$ cat config.mk
export PLATFORM = sky130hd
export DESIGN_NAME = rn_hist_buf
export DESIGN_NICKNAME = d
export VERILOG_FILES = /design/src/rtl/rn_hist_buf.sv
export SDC_FILE = /design/constraint.sdc
export NUM_CORES = 1
export LEC_CHECK = 0
export ABC_AREA = 0
export BUFFER_PORTS_ARGS = -buffer_cell sky130_fd_sc_hd__buf_2
export CORE_ASPECT_RATIO = 1.4
export CORE_MARGIN = 2
export CORE_UTILIZATION = 66
export DETAILED_ROUTE_END_ITERATION = 8
export HOLD_SLACK_MARGIN = 0.05
export PLACE_DENSITY = 0.84
export SLEW_MARGIN = 0
export SYNTH_ARGS = -nofsm -noshare
export SYNTH_HDL_FRONTEND = slang
export SYNTH_SLANG_ARGS = --single-unit
$ cat constraint.sdc
create_clock -name clk -period 13.6 [get_ports clk]
set_clock_uncertainty 0.2 [all_clocks]
set_input_delay 2.04 -clock clk [delete_from_list [all_inputs] [get_ports clk]]
set_output_delay 2.04 -clock clk [all_outputs]
set_load 0.01 [all_outputs]
$ cat src/rtl/rn_hist_buf.sv
module rn_hist_buf #(
  parameter int DEPTH   = 8,
  parameter int SEQ_W   = 8,
  parameter int AREG_W  = 5,
  parameter int PREG_W  = 6,
  parameter int MAX_DST = 2
) (
  input  logic                      clk,
  input  logic                      rst_n,
  input  logic                      ins_valid,
  output logic                      ins_ready,
  input  logic [SEQ_W-1:0]          ins_seq,
  input  logic [$clog2(MAX_DST+1)-1:0] ins_ndst,
  input  logic [MAX_DST*AREG_W-1:0] ins_areg,
  input  logic [MAX_DST*PREG_W-1:0] ins_pnew,
  input  logic [MAX_DST*PREG_W-1:0] ins_pold,
  input  logic                      sq_valid,
  input  logic [SEQ_W-1:0]          sq_seq,
  input  logic                      cm_valid,
  input  logic [SEQ_W-1:0]          cm_seq,
  output logic                      busy,
  output logic                      map_we,
  output logic [AREG_W-1:0]         map_areg,
  output logic [PREG_W-1:0]         map_preg,
  output logic                      fl_push,
  output logic [PREG_W-1:0]         fl_preg
);
  localparam int AW = $clog2(DEPTH);
  localparam int NW = $clog2(MAX_DST+1);
  localparam logic [1:0] M_IDLE = 2'd0, M_SQ = 2'd1, M_CM = 2'd2;

  logic [SEQ_W-1:0]  seq_m  [DEPTH];
  logic [AREG_W-1:0] areg_m [DEPTH];
  logic [PREG_W-1:0] pnew_m [DEPTH];
  logic [PREG_W-1:0] pold_m [DEPTH];
  logic              ph_m   [DEPTH];

  logic [AW:0]      head_q, tail_q;
  logic [1:0]       mode_q;
  logic [SEQ_W-1:0] lim_q;

  logic [AW:0]   used_w, free_w, need_w;
  logic [AW-1:0] new_i, old_i;
  logic          empty_w, sq_hit, cm_hit, sq_go, cm_go, ins_fire;

  assign used_w  = tail_q - head_q;
  assign free_w  = (AW+1)'(DEPTH) - used_w;
  assign need_w  = (ins_ndst == NW'(0)) ? (AW+1)'(1) : (AW+1)'(ins_ndst);
  assign empty_w = (used_w == '0);
  assign new_i   = tail_q[AW-1:0] - AW'(1);
  assign old_i   = head_q[AW-1:0];

  assign sq_hit = (mode_q == M_SQ) && !empty_w && (seq_m[new_i] > lim_q);
  assign cm_hit = (mode_q == M_CM) && !empty_w && (seq_m[old_i] <= lim_q);
  assign sq_go  = (mode_q == M_IDLE) && sq_valid && !empty_w;
  assign cm_go  = (mode_q == M_IDLE) && !sq_valid && cm_valid && !empty_w &&
                  (seq_m[old_i] <= cm_seq);

  assign ins_ready = (mode_q == M_IDLE) && !sq_valid && !cm_valid && (free_w >= need_w);
  assign ins_fire  = ins_valid && ins_ready;

  assign busy     = (mode_q != M_IDLE);
  assign map_we   = sq_hit && !ph_m[new_i];
  assign map_areg = areg_m[new_i];
  assign map_preg = pold_m[new_i];
  assign fl_push  = (sq_hit && !ph_m[new_i]) || (cm_hit && !ph_m[old_i]);
  assign fl_preg  = (mode_q == M_SQ) ? pnew_m[new_i] : pold_m[old_i];

  always_ff @(posedge clk) begin
    for (int k = 0; k < MAX_DST; k++) begin
      if (ins_fire && (k < int'(need_w))) begin
        seq_m [tail_q[AW-1:0] + AW'(k)] <= ins_seq;
        areg_m[tail_q[AW-1:0] + AW'(k)] <= ins_areg[k*AREG_W +: AREG_W];
        pnew_m[tail_q[AW-1:0] + AW'(k)] <= ins_pnew[k*PREG_W +: PREG_W];
        pold_m[tail_q[AW-1:0] + AW'(k)] <= ins_pold[k*PREG_W +: PREG_W];
        ph_m  [tail_q[AW-1:0] + AW'(k)] <= (ins_ndst == NW'(0));
      end
    end
  end

  always_ff @(posedge clk) begin
    if (!rst_n) begin
      head_q <= '0;
      tail_q <= '0;
      mode_q <= M_IDLE;
      lim_q  <= '0;
    end else begin
      if (ins_fire)    tail_q <= tail_q + need_w;
      else if (sq_hit) tail_q <= tail_q - (AW+1)'(1);
      if (cm_hit)      head_q <= head_q + (AW+1)'(1);
      case (mode_q)
        M_IDLE: begin
          if (sq_go) begin
            mode_q <= M_SQ;
            lim_q  <= sq_seq;
          end else if (cm_go) begin
            mode_q <= M_CM;
            lim_q  <= cm_seq;
          end
        end
        M_SQ:    if (!sq_hit) mode_q <= M_IDLE;
        M_CM:    if (!cm_hit) mode_q <= M_IDLE;
        default: mode_q <= M_IDLE;
      endcase
    end
  end
endmodule


==> results.md, run 1 <==
Synth:
- The number of register bits inferred by synthesis is 229.
- The count of mapped cells out of synthesis is 748.
- The number of synthesized flops with an enable pin is 208.
- The post-synthesis area per instance is between 15 and 20 um2.
- In the synthesized netlist the dominant register cell turns out to be edfxtp_1.
- The number of library cell types mapped by synthesis is 57.
- For this run, asynchronously set or reset flops after synthesis account for 0%.
- Of the synthesized area, sequential elements account for about 54%.
- By area the synthesized netlist is led by edfxtp_1 (51%), mux4_2 (15%), mux2_2 (15%).
- The most common cell in the synthesized netlist is edfxtp_1.
- The top cell type by area accounts for 50.6% of the synthesized area.
- Counting instances in the post-synthesis netlist gives the leading cell types as edfxtp_1 (208), mux2_2 (162), mux4_2 (82).
- The Yosys warning count is 0.
- The number of nets in the synthesized netlist is 851.
- The cell taking the most area after synthesis is edfxtp_1.
- The post-synthesis instance area is 12300 um2.

Clock tree:
- The TritonCTS clock tree is built.
- In this run the deepest clock path goes through 3 buffers.
- The root cell of the clock tree is clkbuf_16.
- In this run the number of H-tree levels came out at 1.
- The number of buffers inserted for hold repair after clock tree synthesis is 0.
- Clock-pin slew was measured on the worst setup and hold paths at approximately 0.060 ns.
- The buffers inserted during post-CTS setup optimization is 0.
- Counting the buffers created by CTS gives 23.
- For the worst-skew pair, the clock arrives at the later sink with an insertion delay of 0.51 ns.
- Gates resized during post-CTS repair numbered 0.
- The number of clock sinks is approximately 230.

Place:
- In this run the tool buffered the top-level ports with 85 buffer cells.
- Detailed placement ended at an HPWL of approximately 18000 um.
- Routability-driven placement finished with a final weighted congestion of 0.810.
- Before CTS, the worst setup slack after placement is ~6.7 ns.

Timing:
- The setup slack after layout is between 6 and 7 ns.
- Setup repair after global routing left no endpoint under its margin.
- The total of endpoints with negative setup slack in the final report is 0.
- The final critical path takes up a little over half of the cycle.
- Measured against its own limit, the worst slew margin works out to 22.0%.
- The maximum clock frequency is ~130 MHz.
- The final number of max-transition violations is 0.
- On the final layout, the worst hold slack is 0.312 ns.
- The clock period minus worst slack is 7.41 ns.
- The final-layout setup total negative slack is 0 ns.
- The slew at the pin with the worst max-slew slack is 1.17 ns.
- The final hold violation count is 0.

Worst setup path:
- The slack of the worst reg-to-reg path is about 8.5 ns.
- Data on the critical path is required at its endpoint by 11.36 ns.
- The arrival time of data at the critical path endpoint is about 5.2 ns.
- The critical path is of the reg2out type.
- Of all nets on the critical path, the largest fanout is 30.
- The kind of capture point of the worst setup path is an output port.
- STA classifies the critical path startpoint as a flop.

Cells and area:
- Compared with the post-synthesis result, the final layout area differs by 11.8%.
- Fill cells in the final layout number 1083.
- The ratio of cells with drive above 1 in the final layout is 47.2%.
- In the final layout, the multi-input gates occupy 5430 um2.
- The final core area utilization is 74.8%.
- Across the whole layout, storage elements account for 6670 um2.
- The final-stage net count is roughly 940.

Global route:
- The number of global-route vias before repair is about 8000.
- For met1 alone, demand over resource in global routing was a little under two fifths.
- Global routing used 29.8% of the available tracks.
- The initial antenna violation count is 3.
- The first global-routing pass estimated 45000 um of wire.
- The global routing usage on met2 is between 50% and 60%.
- The total congestion overflow is 0.
- The busiest layer in global routing is met2.
- The fraction of met3 tracks used by global routing is under 10%.
- Entering global routing, the biggest net connects 38 pins.

Floorplan:
- The die area is 19800 um2.
- The chip height is 166 um.
- The placement row count is slightly below 60.
- The area inside the core boundary is approximately 18000 um2.
- 86 I/O pins were placed.
- The die is 120 um wide.
- The initial core utilization is 66.8%.

Route:
- The DRC violation count after routing is 0.
- In the final routed layout, each cell accounts on average for 26.1 um.
- The count of nets left with antenna violations after detail routing is 0.
- The number of optimization iterations in the first detailed-route pass is 5.
- The first routing iteration left 787 violations.
- The routed layout has 7420 vias.
- The ratio of routed vias to standard cells is slightly below 7.
- The final layout contains routed wiring with a total length of around 29000 um.

Min path:
- In this run the worst hold path is classified as reg2reg.

Status:
- The run finished with clean final reports.

Pwr:
- The leakage component of the power is ~4.8 nW.
- The overall power is 2.63 mW.
- The power density of the placed cells is about 190 nW/um2.
- The maximum resistive drop on vdd is approximately 120 uV.

Flow run:
- The max capacitance violation total is 0.
[cell usage in the layout (no fill, tap or decap), drive strengths merged, types with 4 or more instances in the layout]
| cell type | synthesis | routed |
|---|---|---|
| a211oi | 7 | 7 |
| a21o | 8 | 8 |
| a21oi | 16 | 16 |
| and3 | 4 | 4 |
| buf | 18 | 102 |
| clkbuf | 22 | 32 |
| clkinv | 0 | 5 |
| dfxtp | 21 | 21 |
| edfxtp | 208 | 208 |
| ha | 36 | 36 |
| inv | 27 | 28 |
| mux2 | 162 | 162 |
| mux2i | 20 | 20 |
| mux4 | 82 | 82 |
| nand2 | 16 | 16 |
| nand2b | 5 | 5 |
| nand3 | 5 | 5 |
| nand4 | 4 | 4 |
| nor2 | 11 | 11 |
| nor2b | 9 | 9 |
| nor3 | 7 | 7 |
| o21ai | 11 | 11 |
| o21bai | 4 | 4 |
| o2bb2ai | 8 | 8 |
| xnor2 | 4 | 4 |
| xor2 | 5 | 5 |
[worst max-delay path: stages (launching register included)]
cell	delay [ns]
dfxtp_4	0.67
inv_1	0.24
ha_2	0.89
buf_4	0.50
mux4_2	0.37
mux2_2	0.30
ha_1	0.30
nor2b_1	0.13
o21a_1	0.17
o21a_1	0.18
o21bai_1	0.17
a211oi_1	0.10
buf_4	0.17
and2_1	0.15
o21bai_1	0.14
buf_2	0.15
[worst paths after layout]
path	from	to	depth (start not counted)
min	head_q[3]$_SDFFE_PN0P_	head_q[3]$_SDFFE_PN0P_	2
max reg2reg	tail_q[0]$_SDFFE_PN0P_	seq_m[1][4]$_DFFE_PP_	12
max	tail_q[0]$_SDFFE_PN0P_	fl_push	15
min reg2reg	head_q[3]$_SDFFE_PN0P_	head_q[3]$_SDFFE_PN0P_	2
[final cells by class]
class | count | area share (%)
multi-input combinational | 452 | 39.4
clock inverter | 9 | 0.880
inverter | 27 | 0.734
sequential | 229 | 48.3
clock buffer | 32 | 4.42
tap | 244 | 2.21
antenna | 1 | 0.0181
timing repair buffer | 102 | 4.01
[where the power goes]
group / switching, mW / total [mW] / internal (mW)
registers: 0.0582 / 0.898 / 0.840
logic: 0.573 / 1.11 / 0.532
clock network: 0.257 / 0.627 / 0.370
[registers in the layout, summed over array words and instances (netlist names), named ones only]
name and cells:
mode_q 2, head_q 4, pnew_m 48, lim_q 8, tail_q 4, pold_m 48, areg_m 40, ph_m 8
seq_m 64
[stage by stage]
| stage | instance area, um2 | cells |
|---|---|---|
| floorplan | 12300 | 748 |
| global placement | 13100 | 1054 |
| detailed placement | 13100 | 1054 |
| CTS | 13800 | 1095 |
| global route | 13800 | 1095 |
| finish | 13800 | 1096 |
[per-layer routing]
| layer | wire length, um | vias to the layer above |
|---|---|---|
| li1 | - | 3209 |
| met1 | 10400 | 3795 |
| met2 | 15400 | 326 |
| met3 | 1870 | 86 |
| met4 | 952 | 4 |
| met5 | 19 | - |
[kinds of logic after synthesis]
| kind of cell | after synthesis | share of synthesized area (%) |
|---|---|---|
| multiplexers | 264 | 31.4 |
| flip-flops | 229 | 54.0 |
| XOR/XNOR | 10 | 0.832 |
| AO/OA/AOI/OAI | 67 | 3.80 |
| AND/OR/NAND/NOR | 73 | 3.59 |
| buffers and inverters | 67 | 2.38 |
| adder cells (fa/ha/maj) | 38 | 3.98 |
Power figures use the tool's default switching activity.
==> run 2: changes to the inputs <==
Settings changed: CORE_UTILIZATION 66 to 61, PLACE_DENSITY 0.84 to 0.78.
Clock period 13.6 ns to 7.7 ns, I/O delays scaled along.
==> run 2 against run 1 <==
Against the previous run:
- cell count grew 0.91%
- via count shrank 1.2%
- die area grew 8.0%
- total power grew 79%
- count of clock-buffer cells in the layout shrank 3
- combinational power grew 76%
- hold slack lost 0.0091 ns
- critical path depth shrank 1
- first-iteration DRC count shrank 29%
- setup slack lost 4.6 ns
- wire length grew 1.1%
- design area grew 0.42%
==> results.md, run 2 (synthesis gave the netlist of run 1 again) <==
Status:
- The run finished with clean final reports.

Cells and area:
- The library cells used most frequently in the layout, excluding fill and tap cells, are edfxtp_1 (208), mux2_2 (162), buf_2 (85).
- The final layout contains about 940 nets.
- Cells with a size suffix above 1 make up a little under half of the layout.
- The library cell used most frequently in the layout, excluding fill and tap cells, is edfxtp_1.
- The area growth from synthesis to layout is 12.3%.
- The register with the most flip-flops in the final layout is seq_m.
- The register with the most flip-flops in the layout has 64 of them.
- The final core area utilization is 69.8%.

Timing:
- The normalized max-slew margin is approximately 22%.
- The maximum clock frequency is 164 MHz.
- After layout, the minimum clock period comes to 6.08 ns.
- The tightest hold path in the finished design has a slack of 0.303 ns.
- The total of endpoints with negative setup slack in the final report is 0.
- The final hold violation count was 0.
- At the pin with the least slew margin, the transition time is ~1.2 ns.
- The final-layout setup total negative slack is 0 ns.
- Setup repair after global routing left no endpoint under its margin.
- The final number of max-transition violations is 0.
- The final critical-path share of the clock period is 79.0%.

Route:
- For this run, design rule violations remaining after detail routing come to 0.
- Detailed routing inserted a total of about 7300 vias.
- The ratio of routed vias to standard cells is 6.63.
- The routed wire length is 28900 um.
- The violation count after the first detailed-route iteration is approximately 560.
- The average routed wire per standard cell is 26.1 um.
- The count of nets left with antenna violations after detail routing is 0.
- Before antenna repair, the detailed router went through 7 iterations.

Global route:
- For this run, the total global-route usage over all layers was measured as 28.0%.
- The wire length of the first global-routing pass is 43900 um.
- The number of global-route vias before repair was around 8000.
- The initial antenna violation count was 2.
- The total congestion overflow is 0.
- The maximum number of pins on one net before global-route repair is 41.

Worst setup path:
- The worst setup path is launched from a flop.
- The worst setup path is captured at an output port.
- At the worst endpoint, the arrival time is about 4.7 ns.
- The endpoint identified for the worst register-to-register timing path is pold_m[3][0]$_DFFE_PP_.
- The kind of critical path is reg2out.
- Data on the critical path is required at its endpoint by roughly 6.3 ns.
- The setup check on the worst reg-to-reg path leaves a slack of 2.32 ns.
- The maximum fanout along the worst path is 33.
- The launch point of the worst reg-to-reg path is tail_q[0]$_SDFFE_PN0P_.
- The logic depth of the worst register-to-register path is 12.

Clock tree:
- The post-cts sizing count is 0.
- In this run the post-CTS setup repair buffer count came out at 0.
- The root buffer cell chosen for the clock tree is clkbuf_16.
- For this design, the CTS-stage hold fixing added 0 buffers.
- The number of clock buffers added by TritonCTS is 24.
- The maximum level of the CTS H-tree is 1.
- The later-pin clock latency in the skew report is 0.52 ns.
- The largest buffer count on any clock path is 3.
- For this design, the sink count on the clock tree is roughly 230.
- After clock tree synthesis, the clock-pin slew on the worst setup and hold paths is 0.06 ns.
- The TritonCTS clock tree is built.

Floorplan:
- The die is 172 um tall.
- Once the floorplan was initialized, standard cells occupied a little over 60% of the core.
- After floorplanning, the core was sized to cover slightly below 20000 um2.
- 86 I/O pins were placed.
- The placement row count is 61.
- The die area is 21400 um2.
- The x dimension of the die is roughly 120 um.

Min path:
- The cell depth of the worst hold path is 2.
- The path class of the tightest hold or removal check is reg2reg.
- The end of the worst hold path is head_q[3]$_SDFFE_PN0P_.
- The worst hold path begins at head_q[3]$_SDFFE_PN0P_.

Pwr:
- Total power for the finished layout comes to roughly 4.7 mW.
- The power density of the placed cells is about 340 nW/um2.
- The leakage component of the power is 4.86 nW.
- The maximum resistive drop on vdd is 227 uV.

Place:
- During placement, the flow inserted port buffers numbering 85.
- Once detailed placement completed, the half-perimeter wirelength came to 18200 um.
- The routability congestion estimate from global placement is just over 0.8.

Flow run:
- The max capacitance violation total is 0.
[run 2: changes by cell type in the layout (fill, tap and decap cells not counted)]
cell        previous run  this run
inv_6                  1         2
clkinvlp_4             0         1
diode_2                1         2
clkinv_1               2         8
clkbuf_1               9         4
buf_4                 17        15
clkinv_2               3         1
clkbuf_16             23        25
[run 2: worst max path at each step]
stage	start	endpoint	slack, ns	cells past startpoint
2_1_floorplan	tail_q[0]$_SDFFE_PN0P_	fl_push	2.46	15
3_3_place_gp	tail_q[0]$_SDFFE_PN0P_	fl_push	2.24	14
3_5_place_dp	tail_q[0]$_SDFFE_PN0P_	fl_push	2.10	14
4_1_cts	tail_q[0]$_SDFFE_PN0P_	fl_push	1.54	14
5_1_grt	tail_q[0]$_SDFFE_PN0P_	fl_push	1.35	14
6_report	tail_q[0]$_SDFFE_PN0P_	fl_push	1.62	14
[run 2: metal layers]
layer / vias to the layer above / routed length [um] / GRT usage, %
met2: 274 / 15600 / 49.8
met4: 0 / 983 / 11.3
met5: - / 0 / 0
met1: 3778 / 10700 / 33.5
met3: 75 / 1690 / 4.98
li1: 3207 / - / -
[run 2: report_power, final]
part / internal, mW / switching (mW)
combinational: 0.937 / 1.02
sequential: 1.48 / 0.0945
clock: 0.693 / 0.472
total: 3.11 / 1.58
[run 2: critical path, stage by stage, from the launching register on]
cell      delay [ns]
dfxtp_4         0.64
inv_1           0.22
ha_2            0.95
mux4_2          0.42
mux2_2          0.27
ha_1            0.28
nor2b_1         0.13
o21a_1          0.16
o21a_1          0.19
o21bai_1        0.17
a211oi_1        0.10
buf_4           0.17
and2_1          0.15
o21bai_1        0.16
buf_2           0.16
[run 2: layout make-up]
| class | instances | area (um2) |
|---|---|---|
| fillers | 1329 | 5990 |
| repair buffers | 100 | 538 |
| flip-flops and latches | 229 | 6670 |
| clock buffers | 29 | 641 |
| multi-input cells | 452 | 5430 |
| clock inverters | 15 | 150 |
| diodes | 2 | 5.00 |
| inverters | 27 | 101 |
| well taps | 252 | 315 |
[run 2: through the flow]
step                instance area (um2)  setup WS [ns]  instances
floorplan                         12300           2.46        748
global placement                  13100           2.24       1060
detailed placement                13100           2.10       1060
CTS                               13900           1.54       1104
global route                      13900           1.35       1105
finish                            13900           1.62       1106
==> run 3: changes to the inputs <==
Clock period 7.7 ns to 5.86 ns, I/O delays scaled along.
==> run 3 against run 2 <==
Against the previous run:
- count of clock-buffer cells in the layout fell by 3
- critical endpoint unchanged
- cell count rose by 0.63%
- core utilization rose by 0.26 points
- sequential power rose by 32%
- hold slack improved by 0.0023 ns
==> results.md, run 3 (synthesis gave the netlist of run 1 again) <==
Status:
- The run finished with clean final reports.

Timing:
- Setup repair after global routing left no endpoint under its margin.
- Setup slack closes at 0.321 ns.
- The final number of max-transition violations was 0.
- The normalized max-slew margin is 22.3%.
- For the finished layout, the period the worst path requires is roughly 5.5 ns.
- At the pin with the least slew margin, the transition time is 1.16 ns.
- For the final routed database, the setup TNS stands at 0 ns.
- The final critical-path share of the clock period is a little over nine tenths.
- The maximum clock frequency is 181 MHz.
- The final hold violation count came to 0.
- Setup violations remaining at the end of the flow were counted as 0.

Floorplan:
- Row generation in the floorplan step produced 61 rows.
- The number of placed I/O pins is 86.
- The die covers 21400 um2.
- The initial core utilization is 62.2%.
- The total area inside the core boundary comes to 19800 um2.
- The x dimension of the die is approximately 120 um.
- The chip height is 172 um.

Clock tree:
- The number of clock sinks is 229.
- The maximum level of the CTS H-tree is 1.
- The post-cts sizing count is 0.
- After clock tree synthesis, the clock-pin slew on the worst setup and hold paths is 0.06 ns.
- The clock reaches the later pin of the worst-skew pair after 0.52 ns.
- Buffers inserted to repair hold after CTS numbered 0.
- The buffers inserted during post-CTS setup optimization is 0.
- Clock tree synthesis inserted a total of 23 buffers.
- The TritonCTS clock tree is built.
- The largest buffer count on any clock path is 3.
- The root cell of the clock tree is clkbuf_16.

Route:
- The count of nets left with antenna violations after detail routing is 0.
- The number of optimization iterations in the first detailed-route pass is 5.
- The violation count after the first detailed-route iteration is 559.
- The routed wire length is 28900 um.
- The average routed wire per standard cell is between 20 and 30 um.
- The ratio of routed vias to standard cells is roughly 6.7.
- The number of vias after detailed routing is 7444.
- The DRC violation count after routing is 0.

Cells and area:
- Summing all non-filler instances in the final layout gives an area of 13900 um2.
- The number of flip-flops under the largest register name is 64.
- Excluding fillers, the count of instances in the completed layout stands at 1113.
- The most common cell after layout, fill and taps aside is edfxtp_1.
- In the final layout, the share of cells above drive strength 1 is about half.
- In the final design database the tool counted 946 nets.
- The register name with the most flops is seq_m.
- For this run, the share of the core covered by cells in the final layout is 70.1%.
- The library cells used most frequently in the layout, excluding fill and tap cells, are edfxtp_1 (208), mux2_2 (162), buf_2 (85).
- The area growth from synthesis to layout is 12.7%.
- Fill cells in the final layout number 1322.

Global route:
- The wire length of the first global-routing pass is 44100 um.
- Entering global routing, the biggest net connects 34 pins.
- The total congestion overflow is 0.
- The number of global-route vias before repair came to 7854.
- The initial antenna violation count is 1.
- Across every metal layer, demand over resource in global routing totals 28.0%.

Pwr:
- Summed over all cells, the static leakage comes to 4.90 nW.
- In this run the power density over the cells is 443 nW/um2.
- The maximum resistive drop on vdd is 258 uV.

Worst setup path:
- The critical path launch point type is a flop.
- The number of cells on the worst reg-to-reg path is 15.
- The setup check on the worst reg-to-reg path leaves a slack of 0.79 ns.
- The critical path ends at fl_push.
- The worst setup path is of the reg2out kind.
- The launch point of the worst reg-to-reg path is tail_q[0]$_SDFFE_PN0P_.
- The capture point of the worst reg-to-reg path is tail_q[3]$_SDFFE_PN0P_.
- Data on the critical path arrives at its endpoint at 4.46 ns.
- The maximum fanout along the worst path is 30.
- The required time at the endpoint of the critical path is 4.78 ns.
- STA classifies the critical path endpoint as an output port.
- The origin of the worst setup path is tail_q[0]$_SDFFE_PN0P_.

Place:
- The count of buffers added on input and output ports is 85.
- At the end of routability-driven placement, the weighted congestion stood at 0.836.
- Once placement completed, the tool counted placed cells totaling approximately 1100.
- The HPWL after detailed placement is 18900 um.
- The setup slack after placement is 0.744 ns.
- The placed instances occupy a cell area of 13100 um2.

Flow run:
- Max-cap violations in this run came to 0.

Min path:
- The min-delay analysis places its worst path in the category reg2reg.
[run 3: cell types whose count changed in the layout (fill, tap and decap cells not counted), sizes merged]
| cell | delta |
|---|---|
| inv | +2 |
| clkbuf | -3 |
| diode | -1 |
| buf | +10 |
| clkinv | -2 |
| clkinvlp | +1 |
[run 3: worst max-delay path, stage by stage, from the launching register on]
cell	delay, ns
dfxtp_4	0.70
inv_1	0.22
ha_2	0.53
buf_4	0.28
mux4_2	0.33
mux2_2	0.28
ha_1	0.30
a21o_1	0.18
a21o_1	0.17
a21oi_1	0.21
a211oi_1	0.11
buf_4	0.17
and2_1	0.14
o21bai_1	0.14
buf_2	0.15
[run 3: worst min-delay path by stage]
stage	end	start	cells after the start	slack, ns
2_1_floorplan	head_q[3]$_SDFFE_PN0P_	head_q[3]$_SDFFE_PN0P_	2	0.27
3_3_place_gp	head_q[3]$_SDFFE_PN0P_	head_q[3]$_SDFFE_PN0P_	2	0.29
3_5_place_dp	head_q[3]$_SDFFE_PN0P_	head_q[3]$_SDFFE_PN0P_	2	0.30
4_1_cts	head_q[3]$_SDFFE_PN0P_	head_q[3]$_SDFFE_PN0P_	2	0.31
5_1_grt	head_q[3]$_SDFFE_PN0P_	head_q[3]$_SDFFE_PN0P_	2	0.35
6_report	head_q[3]$_SDFFE_PN0P_	head_q[3]$_SDFFE_PN0P_	2	0.30
[run 3: area by class of cell]
| class | count | area, um2 | area share [%] |
|---|---|---|---|
| Antenna cell | 1 | 2.50 | 0.0180 |
| Clock buffer | 26 | 587 | 4.22 |
| Clock inverter | 16 | 170 | 1.22 |
| Inverter | 27 | 101 | 0.729 |
| Multi-Input combinational cell | 452 | 5430 | 39.1 |
| Sequential cell | 229 | 6670 | 48.0 |
| Tap cell | 252 | 315 | 2.27 |
| Timing Repair Buffer | 110 | 626 | 4.50 |
[run 3: metal layers]
metal	global-route usage, %	up-vias	part of all wire (%)
met4	8.01	0	2.1
met5	0	-	0
met3	4.19	49	7.0
met2	50.4	306	54
li1	-	3226	-
met1	34.9	3863	37
[run 3: per-stage QoR]
| stage | total power [mW] | hold slack (ns) |
|---|---|---|
| 4_1_cts | 6.19 | 0.308 |
| 2_1_floorplan | 3.93 | 0.270 |
| 6_report | 6.16 | 0.305 |
| 3_5_place_dp | 4.69 | 0.301 |
| 3_3_place_gp | 4.60 | 0.290 |
| 5_1_grt | 6.46 | 0.349 |
[run 3: report_power, final]
part	internal (mW)	total, mW	switching (mW)
logic	1.26	2.58	1.33
registers	1.95	2.08	0.136
clock network	0.861	1.49	0.634
